<file path="src/rtl/tlc_pkg.sv">
package tlc_pkg;
   localparam int unsigned ST_W = 3;

   typedef logic [ST_W-1:0] st_t;

   localparam st_t ST_RED    = 3'b000;
   localparam st_t ST_RED_YL = 3'b001;
   localparam st_t ST_GREEN  = 3'b010;
   localparam st_t ST_DAY_YL = 3'b011;
   localparam st_t ST_NGT_YL = 3'b100;
   localparam st_t ST_DARK   = 3'b101;

   function automatic logic is_day(st_t s);
      return s[2] == 1'b0;
   endfunction

   function automatic logic is_night(st_t s);
      return s[2] & ~s[1];
   endfunction
endpackage

</file>
<file path="src/rtl/tlc_jk_bank.sv">
module tlc_jk_bank #(
   parameter int unsigned WIDTH = 3,
   parameter logic [WIDTH-1:0] RST_VAL = '0
) (
   input  logic             clk,
   input  logic             rst,
   input  logic             en,
   input  logic [WIDTH-1:0] j,
   input  logic [WIDTH-1:0] k,
   output logic [WIDTH-1:0] q
);
   generate
      if (WIDTH < 1) begin : g_bad_width
         $error("tlc_jk_bank: WIDTH must be at least 1");
      end
   endgenerate

   for (genvar b = 0; b < WIDTH; b++) begin : g_bit
      logic q_r;
      always_ff @(posedge clk) begin
         if (rst)
            q_r <= RST_VAL[b];
         else if (en)
            q_r <= (j[b] & ~q_r) | (~k[b] & q_r);
      end
      assign q[b] = q_r;
   end
endmodule

</file>
<file path="src/rtl/tlc_excite.sv">
module tlc_excite
   import tlc_pkg::*;
(
   input  st_t  q,
   input  logic mode,
   output st_t  j,
   output st_t  k
);
   logic q2, q1, q0;
   assign {q2, q1, q0} = q;

   always_comb begin
      // bit 2: set when leaving day on request; clear on request or from unused codes
      j[2] = mode;
      k[2] = q1 | mode;
      // bit 1: night request lands on 011; day walk sets it from 001 without request
      j[1] = q2 ? mode : (~mode & q0);
      k[1] = q2 | mode | q0;
      // bit 0
      j[0] = (q2 & ~q1) | (~q2 & ~mode);
      k[0] = ~q2 | q1 | ~mode;
   end
endmodule

</file>
<file path="src/rtl/tlc_lamp_dec.sv">
module tlc_lamp_dec
   import tlc_pkg::*;
(
   input  logic clk,
   input  logic rst,
   input  st_t  st,
   output logic red,
   output logic yellow,
   output logic green
);
   always_comb begin
      red    = ~st[2] & ~st[1];
      yellow = (~st[2] & st[0]) | (st[2] & ~st[1] & ~st[0]);
      green  = ~st[2] & st[1] & ~st[0];
   end

   // yellow only in the three yellow-bearing phases
   a_r7_yellow_phases: assert property (@(posedge clk) disable iff (rst)
      yellow |-> (st == ST_RED_YL || st == ST_DAY_YL || st == ST_NGT_YL));
   // green exclusive
   a_r8_green_alone: assert property (@(posedge clk) disable iff (rst)
      green |-> (!red && !yellow));
endmodule

</file>
<file path="src/rtl/tlc_dual_mode.sv">
module tlc_dual_mode
   import tlc_pkg::*;
#(
   parameter int unsigned STATE_BITS = 3
) (
   input  logic clk,
   input  logic rst,
   input  logic step,
   input  logic mode_req,
   output logic lamp_red,
   output logic lamp_yellow,
   output logic lamp_green
);
   generate
      if (STATE_BITS != ST_W) begin : g_bad_bits
         $error("tlc_dual_mode: STATE_BITS must equal the package state width");
      end
   endgenerate

   st_t state_q, j_vec, k_vec;

   tlc_excite u_excite (
      .q    (state_q),
      .mode (mode_req),
      .j    (j_vec),
      .k    (k_vec)
   );

   tlc_jk_bank #(.WIDTH(ST_W), .RST_VAL(ST_RED)) u_regs (
      .clk (clk),
      .rst (rst),
      .en  (step),
      .j   (j_vec),
      .k   (k_vec),
      .q   (state_q)
   );

   tlc_lamp_dec u_dec (
      .clk    (clk),
      .rst    (rst),
      .st     (state_q),
      .red    (lamp_red),
      .yellow (lamp_yellow),
      .green  (lamp_green)
   );

   // no tick, no movement
   a_r2_hold: assert property (@(posedge clk) disable iff (rst)
      !step |=> $stable(state_q));
   // day walk
   a_r3_day_walk: assert property (@(posedge clk) disable iff (rst)
      (step && !mode_req && is_day(state_q)) |=>
         (state_q == (($past(state_q) == ST_DAY_YL) ? ST_RED : $past(state_q) + 3'd1)));
   // night flash
   a_r4_night_flash: assert property (@(posedge clk) disable iff (rst)
      (step && !mode_req && is_night(state_q)) |=>
         (state_q[2:1] == 2'b10 && state_q[0] != $past(state_q[0])));
   // day to night yellow
   a_r5_to_night: assert property (@(posedge clk) disable iff (rst)
      (step && mode_req && is_day(state_q)) |=> (state_q == ST_NGT_YL));
   // night to day yellow
   a_r6_to_day: assert property (@(posedge clk) disable iff (rst)
      (step && mode_req && is_night(state_q)) |=> (state_q == ST_DAY_YL));
endmodule

</file>
<file path="config.mk">
export PLATFORM = sky130hd
export DESIGN_NAME = tlc_dual_mode
export DESIGN_NICKNAME = d
export VERILOG_FILES = /design/src/rtl/tlc_pkg.sv /design/src/rtl/tlc_jk_bank.sv /design/src/rtl/tlc_excite.sv /design/src/rtl/tlc_lamp_dec.sv /design/src/rtl/tlc_dual_mode.sv
export SDC_FILE = /design/constraint.sdc
export NUM_CORES = 1
export LEC_CHECK = 0
export ABC_AREA = 1
export BUFFER_PORTS_ARGS = -buffer_cell sky130_fd_sc_hd__clkbuf_2
export CAP_MARGIN = 5
export CORE_AREA = 4 4 41 43
export DETAILED_ROUTE_END_ITERATION = 8
export DIE_AREA = 0 0 45 47
export GPL_TIMING_DRIVEN = 0
export REMOVE_ABC_BUFFERS = 1
export SYNTH_ARGS = -nofsm -noshare
export SYNTH_HDL_FRONTEND = slang
export SYNTH_SLANG_ARGS = --single-unit
</file>
<file path="constraint.sdc">
create_clock -name clk -period 2.2 [get_ports clk]
set_clock_uncertainty 0.15 [all_clocks]
set_input_delay 0.11 -clock clk [delete_from_list [all_inputs] [get_ports clk]]
set_output_delay 0.11 -clock clk [all_outputs]
set_load 0.01 [all_outputs]
</file>
==> flow_summary.json <==
{
  "outcome": "finished, final reports clean",
  "min_path_cells": 3,
  "cts_tree": "done",
  "portBuffers": 6,
  "dieArea_um2": 2120,
  "path_cells": "nand2_1, o21ai_0, clkbuf_2",
  "drive_gt1_frac": 0.244,
  "top_register": "u_regs.g_bit.q_r",
  "ff2ff_path_depth": 4,
  "numCtsBuffers": 3,
  "synth_area_leaders": "dfxtp_1, nand2_1, inv_1, nor2_1, a21oi_1",
  "start_util": 0.139,
  "cts-root-buf": "clkbuf_4",
  "dpl.hpwl_um": 315,
  "yosysWarnings": 0,
  "grt_pass1_wl_um": 593,
  "dpl.cell_count": 51,
  "multiInputGateArea_um2": 103,
  "setup_viol": 0,
  "hold_path_end": "u_regs.g_bit[0].q_r",
  "insertedDiodeCount": 0,
  "timing.final.crit_period_ns": 1.30,
  "power_density_nw_per_um2": 725,
  "htreeDepth": 1,
  "crit_arrival_ns": 1.04,
  "wl_per_cell_um": 7.00,
  "post-route-util": 0.205,
  "netlist_area_um2": 181,
  "required_ns": 1.94,
  "die_h_um": 47,
  "ys_seq_area_frac": 0.331,
  "fin_ws_ns": 0.900,
  "setup_tns_ns": 0,
  "clock_sinks": 3,
  "crit_fanout": 6,
  "ys_ff_latch": 3,
  "synth_cell_type_count": 12,
  "die_w_um": 45,
  "rsz0062_at_grt": "no",
  "critical_path_buf_inv_count": 1,
  "synth.top_cell.area_share": 0.331,
  "reg2reg_from": "u_regs.g_bit[2].q_r",
  "crit_slowest_cell": "dfxtp_1",
  "leakage_nw": 0.136,
  "syn_area_per_cell_um2": 6.05,
  "viasPerCell": 3.59,
  "start_kind": "flip-flop",
  "ant_nets": 0,
  "dpl_cell_area_um2": 230,
  "clk_pin_slew_ns": 0.04,
  "synth_top_area_cell": "dfxtp_1",
  "routed_wl_um": 392,
  "num_vias": 201,
  "cp_slowest_stage_delay_ns": 0.39,
  "slew_headroom": 0.863,
  "drt_iter0_markers": 2,
  "final_cell_area_um2": 267,
  "reg.largest.list": "u_regs.g_bit.q_r: 3 flops",
  "drv_cap": 0,
  "gp_congestion": 0.729,
  "hold_class": "in -> reg",
  "worst_slew_pin_slew_ns": 0.205,
  "worstHoldStart": "step",
  "final_cells": 56,
  "r2r_end": "u_regs.g_bit[2].q_r",
  "num_rows": 13,
  "cts.path.max_buffers": 2,
  "end_kind": "output port",
  "post-route-period-util": 0.591,
  "largest_reg_flops": 3,
  "clkLatencyLatePin_ns": 0.23,
  "seqCellArea_um2": 60.1,
  "irDropWorstVdd_mv": 0.136,
  "coreArea_um2": 1300,
  "dp_slack_ns": 1.12,
  "antenna_found_initial": 0,
  "grt_usage": 0.0450,
  "crit_family": "flip-flops",
  "slew_viol_final": 0,
  "drcViolationCount": 0,
  "synth_cells": 30,
  "ff2ff_setup_slack_ns": 1.17,
  "max_freq_mhz": 769,
  "layout.nets": 46,
  "grt_max_degree": 8,
  "first_pass_iters": 2,
  "grt_pass1_vias": 162,
  "num_io_pins": 7,
  "p_total_mw": 0.193,
  "worst_hold_slack_ns": 0.0218,
  "fill_cells": 166,
  "overflow": 0,
  "area_growth_pct": 46.9,
  "hold_viol_final": 0,
  "crit_type": "reg -> out"
}
-- power breakdown --
part | leakage [nW] | total, mW | internal, mW | switching (mW)
Combinational | 0.0960 | 0.0337 | 0.0153 | 0.0184
Clock | 0.0150 | 0.0953 | 0.0679 | 0.0274
Sequential | 0.0248 | 0.0642 | 0.0588 | 0.00539
Total | 0.136 | 0.193 | 0.142 | 0.0512
-- cell families (layout without fill, tap and decap cells) --
kind of cell	count (synthesis)	after routing	synth area share
flip-flops	3	3	0.331
AND/OR/NAND/NOR	15	15	0.324
AO/OA/AOI/OAI	7	7	0.241
buffers and inverters	5	16	0.103
-- timing repair --
item                      in CTS  in global routing
resized for setup              0                  0
hold endpoints to repair       1                  0
buffers inserted               0                  0
hold buffers                   1                  0
-- worst reg2reg max path, stage by stage, from the launching register on --
cell,delay [ns]
dfxtp_1,0.39
nand2_1,0.09
a21boi_1,0.13
o21ai_1,0.12
inv_1,0.04
-- cells in the mapped netlist --
cell type  instances
nand2_1            8
inv_1              5
nor2_1             5
dfxtp_1            3
a21oi_1            2
a21boi_1           1
a21oi_2            1
nand3_1            1
nor3_1             1
o21ai_0            1
o21ai_1            1
o21bai_1           1
-- metal layers --
metal	wire (um)	vias to the layer above	global-route usage
met3	46	0	0.0345
li1	-	117	-
met2	154	6	0.0480
met5	0	-	0
met4	0	0	0.0526
met1	191	78	0.0500
-- cell type report --
class / count / share of cell area
Multi-Input combinational cell: 22 / 0.385
Sequential cell: 3 / 0.225
Timing Repair Buffer: 7 / 0.150
Clock buffer: 4 / 0.0986
Inverter: 5 / 0.0704
Tap cell: 15 / 0.0704
-- worst max-delay path by stage --
stage                                    from           to  slack (ns)  cells past startpoint
after floorplan           u_regs.g_bit[2].q_r  lamp_yellow        1.19                      2
after global placement    u_regs.g_bit[2].q_r  lamp_yellow        1.14                      3
after detailed placement  u_regs.g_bit[2].q_r  lamp_yellow        1.12                      3
after CTS                 u_regs.g_bit[2].q_r  lamp_yellow        0.87                      3
after global routing      u_regs.g_bit[2].q_r  lamp_yellow        0.82                      3
final                     u_regs.g_bit[2].q_r  lamp_yellow        0.90                      3
-- cell usage in the layout, fill, tap and decap left out --
master,synthesis,final
clkbuf_1,0,1
clkbuf_2,0,6
nor2_1,5,5
clkbuf_4,0,3
o21bai_1,1,1
a21oi_1,2,2
nand2_1,8,8
o21ai_0,1,1
a21boi_1,1,1
nand3_1,1,1
nor3_1,1,1
dlygate4sd3_1,0,1
a21oi_2,1,1
o21ai_1,1,1
inv_1,5,5
dfxtp_1,3,3
No activity file was read; power rests on OpenSTA's default activity.
